## config.mk

```make
export PLATFORM = sky130hd
export DESIGN_NAME = ptimer_oc
export DESIGN_NICKNAME = d
export VERILOG_FILES = /design/src/rtl/timer_pkg.sv /design/src/rtl/timer_prescale.sv /design/src/rtl/timer_rti.sv /design/src/rtl/timer_cmp_bank.sv /design/src/rtl/ptimer_oc.sv
export SDC_FILE = /design/constraint.sdc
export NUM_CORES = 1
export LEC_CHECK = 0
export BUFFER_PORTS_ARGS = -buffer_cell sky130_fd_sc_hd__buf_4
export CORE_MARGIN = 2
export CORE_UTILIZATION = 60
export CTS_CLUSTER_SIZE = 20
export DETAILED_ROUTE_END_ITERATION = 8
export PLACE_DENSITY = 0.77
export SYNTH_ARGS = -nofsm -noshare
export SYNTH_HDL_FRONTEND = slang
export SYNTH_HIERARCHICAL = 1
export SYNTH_SLANG_ARGS = --single-unit
export TNS_END_PERCENT = 5
```

## constraint.sdc

```tcl
create_clock -name clk -period 2.99 [get_ports clk]
set_input_delay 0 -clock clk [delete_from_list [all_inputs] [get_ports clk]]
set_output_delay 0 -clock clk [all_outputs]
set_load 0.01 [all_outputs]
```

## src/rtl/timer_pkg.sv

```systemverilog
package timer_pkg;
  localparam int ADDR_W = 5;
  localparam logic [ADDR_W-1:0] A_CNT_H  = 5'd0;
  localparam logic [ADDR_W-1:0] A_CNT_L  = 5'd1;
  localparam int                CMP_BASE = 2;
  localparam logic [ADDR_W-1:0] A_FLAG1  = 5'd12;
  localparam logic [ADDR_W-1:0] A_MASK1  = 5'd13;
  localparam logic [ADDR_W-1:0] A_FLAG2  = 5'd14;
  localparam logic [ADDR_W-1:0] A_MASK2  = 5'd15;
  localparam logic [ADDR_W-1:0] A_PRESC  = 5'd16;
  localparam logic [ADDR_W-1:0] A_RTICFG = 5'd17;
endpackage

```

## src/rtl/timer_prescale.sv

```systemverilog
module timer_prescale #(
  parameter int SEL_W = 2
) (
  input  logic             clk,
  input  logic             rst_n,
  input  logic [SEL_W-1:0] sel,
  output logic             tick
);
  localparam int DIV_W = (1 << SEL_W) - 1;

  logic [DIV_W-1:0] div_q;

  always_ff @(posedge clk or negedge rst_n) begin
    if (!rst_n) div_q <= '0;
    else        div_q <= div_q + DIV_W'(1);
  end

  // tick when all low 'sel' bits of the free-running divider are ones
  always_comb begin
    tick = 1'b1;
    for (int b = 0; b < DIV_W; b++)
      if (b < int'(sel)) tick = tick & div_q[b];
  end
endmodule

```

## src/rtl/timer_rti.sv

```systemverilog
module timer_rti #(
  parameter int BASE  = 4,
  parameter int SEL_W = 2
) (
  input  logic             clk,
  input  logic             rst_n,
  input  logic [SEL_W-1:0] sel,
  output logic             tick
);
  localparam int RW = BASE + (1 << SEL_W) - 1;

  logic [RW-1:0] per_q;
  logic [RW-1:0] last;

  always_comb begin
    last = '0;
    for (int b = 0; b < RW; b++)
      if (b < BASE + int'(sel)) last[b] = 1'b1;
  end

  assign tick = (per_q >= last);

  // restarts only on its own tick, never on software activity
  always_ff @(posedge clk or negedge rst_n) begin
    if (!rst_n)    per_q <= '0;
    else if (tick) per_q <= '0;
    else           per_q <= per_q + RW'(1);
  end
endmodule

```

## src/rtl/timer_cmp_bank.sv

```systemverilog
module timer_cmp_bank
  import timer_pkg::*;
#(
  parameter int N  = 5,
  parameter int CW = 16
) (
  input  logic                  clk,
  input  logic                  rst_n,
  input  logic                  wr,
  input  logic [ADDR_W-1:0]     addr,
  input  logic [7:0]            wdata,
  input  logic                  adv,
  input  logic [CW-1:0]         cnt_nxt,
  output logic [N-1:0][CW-1:0]  cmp_o,
  output logic [N-1:0]          hit_o
);
  for (genvar i = 0; i < N; i++) begin : g_ch
    localparam logic [ADDR_W-1:0] HI = ADDR_W'(CMP_BASE + 2 * i);
    localparam logic [ADDR_W-1:0] LO = ADDR_W'(CMP_BASE + 2 * i + 1);
    logic [CW-1:0] val_q;

    always_ff @(posedge clk or negedge rst_n) begin
      if (!rst_n)                 val_q <= '1;
      else if (wr && addr == HI)  val_q[CW-1:8] <= wdata;
      else if (wr && addr == LO)  val_q[7:0]    <= wdata;
    end

    assign cmp_o[i] = val_q;
    // counter steps one value at a time, so arrival covers wraparound too
    assign hit_o[i] = adv && (cnt_nxt == val_q);
  end
endmodule

```

## src/rtl/ptimer_oc.sv

```systemverilog
module ptimer_oc
  import timer_pkg::*;
#(
  parameter int N_CMP     = 5,
  parameter int PRE_SEL_W = 2,
  parameter int RTI_BASE  = 4,
  parameter int RTI_SEL_W = 2
) (
  input  logic              clk,
  input  logic              rst_n,
  input  logic              bus_wr,
  input  logic              bus_rd,
  input  logic [ADDR_W-1:0] bus_addr,
  input  logic [7:0]        bus_wdata,
  output logic [7:0]        bus_rdata,
  output logic              irq
);
  localparam int         CW      = 16;
  localparam logic [7:0] F1_LIVE = 8'(((1 << N_CMP) - 1) << (8 - N_CMP));
  localparam logic [7:0] F2_LIVE = 8'hC0;

  logic                      adv, rti_tick;
  logic [CW-1:0]             cnt_q, cnt_nxt;
  logic [7:0]                lo_hold_q, flag1_q, flag2_q, mask1_q, mask2_q;
  logic [7:0]                set1, set2, rdata_c;
  logic [PRE_SEL_W-1:0]      presc_q;
  logic [RTI_SEL_W-1:0]      rti_sel_q;
  logic [N_CMP-1:0]          hit;
  logic [N_CMP-1:0][CW-1:0]  cmp_all;

  assign cnt_nxt = cnt_q + CW'(1);

  timer_prescale #(.SEL_W(PRE_SEL_W)) u_pre (
    .clk(clk), .rst_n(rst_n), .sel(presc_q), .tick(adv));

  timer_rti #(.BASE(RTI_BASE), .SEL_W(RTI_SEL_W)) u_rti (
    .clk(clk), .rst_n(rst_n), .sel(rti_sel_q), .tick(rti_tick));

  timer_cmp_bank #(.N(N_CMP), .CW(CW)) u_cmp (
    .clk(clk), .rst_n(rst_n), .wr(bus_wr), .addr(bus_addr), .wdata(bus_wdata),
    .adv(adv), .cnt_nxt(cnt_nxt), .cmp_o(cmp_all), .hit_o(hit));

  // channel 1 lands on bit 7, later channels one bit lower each
  always_comb begin
    set1 = '0;
    for (int i = 0; i < N_CMP; i++) set1[7-i] = hit[i];
  end

  assign set2 = {adv && (cnt_q == '1), rti_tick, 6'b0};

  always_ff @(posedge clk or negedge rst_n) begin
    if (!rst_n) begin
      cnt_q     <= '0;
      lo_hold_q <= '0;
      flag1_q   <= '0;
      flag2_q   <= '0;
      mask1_q   <= '0;
      mask2_q   <= '0;
      presc_q   <= '0;
      rti_sel_q <= '0;
    end else begin
      if (adv) cnt_q <= cnt_nxt;
      if (bus_rd && bus_addr == A_CNT_H) lo_hold_q <= cnt_q[7:0];
      // set term ORed last: a same-edge set beats the clear
      flag1_q <= ((bus_wr && bus_addr == A_FLAG1) ? (flag1_q & ~bus_wdata) : flag1_q) | set1;
      flag2_q <= ((bus_wr && bus_addr == A_FLAG2) ? (flag2_q & ~bus_wdata) : flag2_q) | set2;
      if (bus_wr) begin
        case (bus_addr)
          A_MASK1:  mask1_q   <= bus_wdata & F1_LIVE;
          A_MASK2:  mask2_q   <= bus_wdata & F2_LIVE;
          A_PRESC:  presc_q   <= bus_wdata[PRE_SEL_W-1:0];
          A_RTICFG: rti_sel_q <= bus_wdata[RTI_SEL_W-1:0];
          default: ;
        endcase
      end
    end
  end

  always_comb begin
    rdata_c = '0;
    case (bus_addr)
      A_CNT_H:  rdata_c = cnt_q[CW-1:8];
      A_CNT_L:  rdata_c = lo_hold_q;
      A_FLAG1:  rdata_c = flag1_q;
      A_MASK1:  rdata_c = mask1_q;
      A_FLAG2:  rdata_c = flag2_q;
      A_MASK2:  rdata_c = mask2_q;
      A_PRESC:  rdata_c[PRE_SEL_W-1:0] = presc_q;
      A_RTICFG: rdata_c[RTI_SEL_W-1:0] = rti_sel_q;
      default: begin
        for (int i = 0; i < N_CMP; i++) begin
          if (bus_addr == ADDR_W'(CMP_BASE + 2 * i))     rdata_c = cmp_all[i][CW-1:8];
          if (bus_addr == ADDR_W'(CMP_BASE + 2 * i + 1)) rdata_c = cmp_all[i][7:0];
        end
      end
    endcase
  end

  assign bus_rdata = rdata_c;
  assign irq = (|(flag1_q & mask1_q)) | (|(flag2_q & mask2_q));
endmodule

```

# Word level (Yosys, flattened, before mapping)
# Cells that the tools add are included.
# op_classes
add_sub_neg	4
bitwise	15
reduce_logical	33
n_eq_ne	23
n_lt_le_gt_ge	11
mux	25
# ops
cell	n
4-bit by 32-bit < comparator with 1-bit output (first input constant)	3
8-bit 2-to-1 mux	12
16-bit == test	5
3-bit by 32-bit < comparator with 1-bit output (first input constant)	2
6-bit one-hot mux with 7 select lines	1
5-bit by 4-bit == test with 1-bit output (second input constant)	8
8-bit bitwise AND	4
2-bit by 32-bit < comparator with 1-bit output (first input constant)	1
5-bit by 3-bit == test with 1-bit output (second input constant)	4
1-bit logical AND	19
2-bit AND reduction	9
16-bit by 1-bit adder with 16-bit output (second input constant)	1
16-bit == test (second input constant)	1
8-bit bitwise OR	2
8-bit OR reduction	2
2-bit one-hot mux with 7 select lines	1
5-bit by 2-bit == test with 1-bit output (second input constant)	2
5-bit == test (second input constant)	2
1-bit 2-to-1 mux	10
8-bit NOT	1
7-bit by 1-bit adder with 7-bit output (second input constant)	1
7-bit greater-or-equal comparator	1
7-bit 2-to-1 mux	1
5-bit by 1-bit == test with 1-bit output (second input constant)	1
10 further kinds	17
# word_totals
regBits	141
output_inout_bits	9
word_cells	131
input_bits	17

# Logic depth before layout (Yosys ltp)
# depth
depth_word	12
ltp_mapped	11
ltp_nobuf	10

# Modules after synthesis
# The synthesis kept the hierarchy.
# modules_own_cells
module	cells_each	area_each_um2	n_inst
timer_cmp_bank	313	4226.6	1
ptimer_oc	414	3701.0	1
timer_rti	46	440.4	1
timer_prescale	10	133.9	1

# Worst setup path before layout
# OpenSTA, ideal clock, no wires.
# synth_timing
path_type	reg2reg
startpoint	register cnt_q[4]
endpoint	register flag1_q[5]
stages_incl_launch_ff	12
slack_ns	0.538
period_less_slack_ns	2.452
arrival_ns	2.388
t_required_ns	2.926
n_path_buf	2
path_cell_list	dfrtp_1 > clkbuf_1 > nand2_1 > nor4_1 > nand2_1 > xnor2_1 > buf_2 > xor2_1 > nor4_1 > nand4_1 > nor4_2 > a21o_1
# synth_between
elab_chain_len	4
# synth_lines
item	line_no	text
start, declared	ptimer_oc.sv:23	logic [CW-1:0] cnt_q, cnt_nxt;
start signal, assigned	ptimer_oc.sv:62	if (adv) cnt_q <= cnt_nxt;
16-bit by 1-bit adder with 16-bit output	ptimer_oc.sv:31	assign cnt_nxt = cnt_q + CW'(1);
via cnt_nxt[13]	ptimer_oc.sv:23	
16-bit == test	timer_cmp_bank.sv:30	assign hit_o[i] = adv && (cnt_nxt == val_q);
1-bit logical AND	timer_cmp_bank.sv:30	
via hit[2]	ptimer_oc.sv:28	logic [N_CMP-1:0] hit;
8-bit bitwise OR	ptimer_oc.sv:65	flag1_q <= ((bus_wr && bus_addr == A_FLAG1) ? (flag1_q & ~bus_wdata) : flag1_q) | set1;
end signal, assigned	ptimer_oc.sv:65	
end, declared	ptimer_oc.sv:24	logic [7:0] lo_hold_q, flag1_q, flag2_q, mask1_q, mask2_q;
# The timed path passes the listed nets, and every way through them passes these cells.
# A chain may end at the register's enable or synchronous reset.

# Final worst setup path
# layout_timing
startpoint	register cnt_q[0]
endpoint	register flag1_q[7]
# The elaborated chain is that of the path after synthesis.

==> results.json <==
{
  "synth-edff-count": 0,
  "syn_inst": 783,
  "r2r-end": "flag1_q[7]$_DFF_PN0_",
  "antenna_found_initial": 1,
  "p_leak_uw": 0.00390,
  "crit_buf_inv": 0,
  "tightest_slew_ns": 0.875,
  "cts_tree": "done",
  "async_flop_share_pct": 100,
  "ant_nets": 0,
  "yosysUniqueCellTypes": 73,
  "final_nets": 828,
  "fin_worst_skew_ns": 0.0111,
  "place_area_mm2": 0.00885,
  "required_ns": 3.37,
  "peakVddDrop_uv": 589,
  "yosys.area.top_type": "dfstp_2",
  "chipHeight_um": 123,
  "grt_pass1_vias": 6541,
  "ys_warn_count": 6,
  "status": "completed",
  "rows": 43,
  "hold_path.class": "input port to flop",
  "num_vias": 6632,
  "place.gp.congestion": 1.05,
  "final_area_mm2": 0.00953,
  "clock_latency_ns": 0.44,
  "seq_area_frac_synth_pct": 42.7,
  "synth_area_leaders": "dfstp_2, dfrtp_1, mux2_2",
  "yosys.area.top_type_share_pct": 24.7,
  "final_cells": 998,
  "numCtsBuffers": 17,
  "synth_fa_ha_area_share_pct": 0.883,
  "drtIter0Drc": 844,
  "maxSlewHeadroom_pct": 41.7,
  "worstReg2RegStart": "cnt_q[0]$_DFFE_PN0P_",
  "synth_simple_gate_area_share_pct": 15.0,
  "io_buffers": 25,
  "viasPerCell": 6.65,
  "dp_hpwl_um": 18100,
  "grt_util_all_layers_pct": 36.6,
  "wl_per_cell_um": 26.1,
  "path_class": "flop to flop",
  "synth_compound_area_share_pct": 10.5,
  "syn_nets": 806,
  "routed_wl_um": 26100,
  "worstRegToRegCells": 10,
  "grt_max_degree": 97,
  "yosys-mux-area-fraction_pct": 15.9,
  "cp_slowest_cell": "nor4_2",
  "hold_violations": 0,
  "grt-ovfl-total": 0,
  "synth_top_family_by_area": "multiplexers",
  "fin_crit_sh_pct": 91.9,
  "path_cells": "ha_1 > nand3_1 > nor4_2 > nand3_1 > xnor2_1 > xor2_1 > nor4_1 > nand4_1 > nor4_2 > a21o_1",
  "hold_end": "lo_hold_q[0]$_DFFE_PN0P_",
  "slew_violations": 0,
  "cts_root_buffer": "clkbuf_16",
  "core_mm2": 0.0139,
  "cp-start-kind": "flop",
  "setup_viol": 0,
  "dp.cells": 957,
  "critPathTopFamily": "simple AND/OR/NAND/NOR gates",
  "rsz0062_at_grt": "no",
  "syn_avg_cell_area_um2": 10.9,
  "die_w_um": 123,
  "min_period_ns": 2.75,
  "arrival_ns": 3.13,
  "ys_ff_latch": 141,
  "cts.sinks": 141,
  "drive_gt1_share_pct": 37.5,
  "area_growth_pct": 12.1,
  "synth_area_mm2": 0.00850,
  "post_cts_buffers": 0,
  "whs_ns": 0.0865,
  "first_pass_iters": 5,
  "io_pins": 26,
  "drv_cap": 0,
  "min_from": "bus_rd",
  "max_freq_mhz": 364,
  "route.detailed.drc": 0,
  "critPathMaxStageDelay_ns": 0.45,
  "hold_depth": 4,
  "start_util_pct": 61.2,
  "r2r_slack_ns": 0.24,
  "grt_pass1_wl_um": 40000,
  "htreeDepth": 4,
  "diodes": 0,
  "synth_ff_type": "dfstp_2",
  "finalSetupTns_ns": 0,
  "cts.path.max_buffers": 2,
  "end_kind": "flop",
  "clkTransAtPathRegs_ns": 0.06,
  "dieArea_mm2": 0.0151,
  "postLayoutCoreUtil_pct": 68.7,
  "synthXorXnorAreaFrac_pct": 11.3,
  "cp_max_fo": 5,
  "p_per_area_mw_per_mm2": 773
}
==> final cells by class <==
class	count	area, um^2
Multi-Input combinational cell	575	4560
Clock inverter	13	139
Sequential cell	141	3630
Inverter	7	26.3
Clock buffer	19	453
Tap cell	180	225
Fill cell	1015	4350
Timing Repair Buffer	63	499
==> power by group <==
part,total (uW),internal (uW),leakage (uW),switching [uW]
Sequential,3000,2480,0.00163,521
Clock,2120,1270,0.000289,849
Combinational,2240,1050,0.00198,1190
==> worst min-delay path: stages <==
cell and delay [ns]:
buf_4 0.08, nand2_1 0.21, nand2_1 0.13, o21ai_0 0.07
==> flip-flops by register name (all words and copies together) (netlist names) <==
register and count:
cnt_q 16, lo_hold_q 8, rti_sel_q 2, u_rti/per_q 7, u_pre/div_q 3, mask1_q 5
flag2_q 8, presc_q 2, u_cmp/g_ch.val_q 80, mask2_q 2, flag1_q 8
==> kinds of logic (layout without fill, tap and decap cells) <==
family / count (synthesis) / count (layout)
and+or+nand+nor: 221 / 221
AOI/OAI and AO/OA: 124 / 124
DFF: 141 / 141
adders and majority gates: 6 / 6
muxes: 114 / 114
xor gates and xnor gates: 110 / 110
buffers and inverters: 67 / 102
==> cells in the final DEF (no fill, tap or decap), types with 7 or more instances in the layout <==
cell and instances:
dfstp_2 80, mux2_4 16, xnor2_1 81, and3_1 9, inv_1 7, clkbuf_16 17, nand4_1 25, a22oi_1 8
nand3_1 30, xor2_1 29, nor2_1 33, dfrtp_1 61, buf_4 53, o21ai_0 26, dlygate4sd3_1 9, mux2_2 94
a32oi_1 7, a21boi_0 10, nor3_1 9, a21o_1 10, nand2_1 50, a21oi_1 17
==> synth_stat cells (all sizes together), types with 17 or more instances <==
master	number
dfrtp	61
clkbuf	17
nand4	25
mux2	110
nor2	34
dfstp	80
buf	43
nand3	30
nand2	56
xnor2	81
a21oi	18
xor2	29
o21ai	28
==> what timing repair did <==
item	in CTS	in global routing
gates resized for setup	0	0
hold buffers	9	0
endpoints found under the hold margin	76	0
==> how the worst max path moves through the flow <==
stage | from | to | slack (ns) | cells after the start
after CTS | cnt_q[0]$_DFFE_PN0P_ | flag1_q[7]$_DFF_PN0_ | 0.29 | 10
after detailed placement | cnt_q[0]$_DFFE_PN0P_ | flag1_q[7]$_DFF_PN0_ | 0.28 | 10
after global routing | cnt_q[0]$_DFFE_PN0P_ | flag1_q[7]$_DFF_PN0_ | 0.02 | 10
final | cnt_q[0]$_DFFE_PN0P_ | flag1_q[7]$_DFF_PN0_ | 0.24 | 10
after floorplan | cnt_q[4]$_DFFE_PN0P_ | flag1_q[5]$_DFF_PN0_ | 0.54 | 11
after global placement | cnt_q[0]$_DFFE_PN0P_ | flag1_q[7]$_DFF_PN0_ | 0.46 | 10
==> routing by layer <==
metal / global-route usage (%) / up-vias / wire length, um
met5: 0 / - / 16
met3: 8.26 / 105 / 2300
met1: 50.6 / 3311 / 11000
met2: 54.2 / 361 / 11400
li1: - / 2853 / -
met4: 18.8 / 2 / 1390
==> per-stage QoR <==
step,total power [uW],setup slack (ns)
after floorplan,4400,0.538
after global placement,5120,0.460
after detailed placement,5170,0.276
after CTS,7330,0.288
after global routing,7660,0.0206
final,7360,0.241
Note: power is estimated with default switching activity, not from simulation.
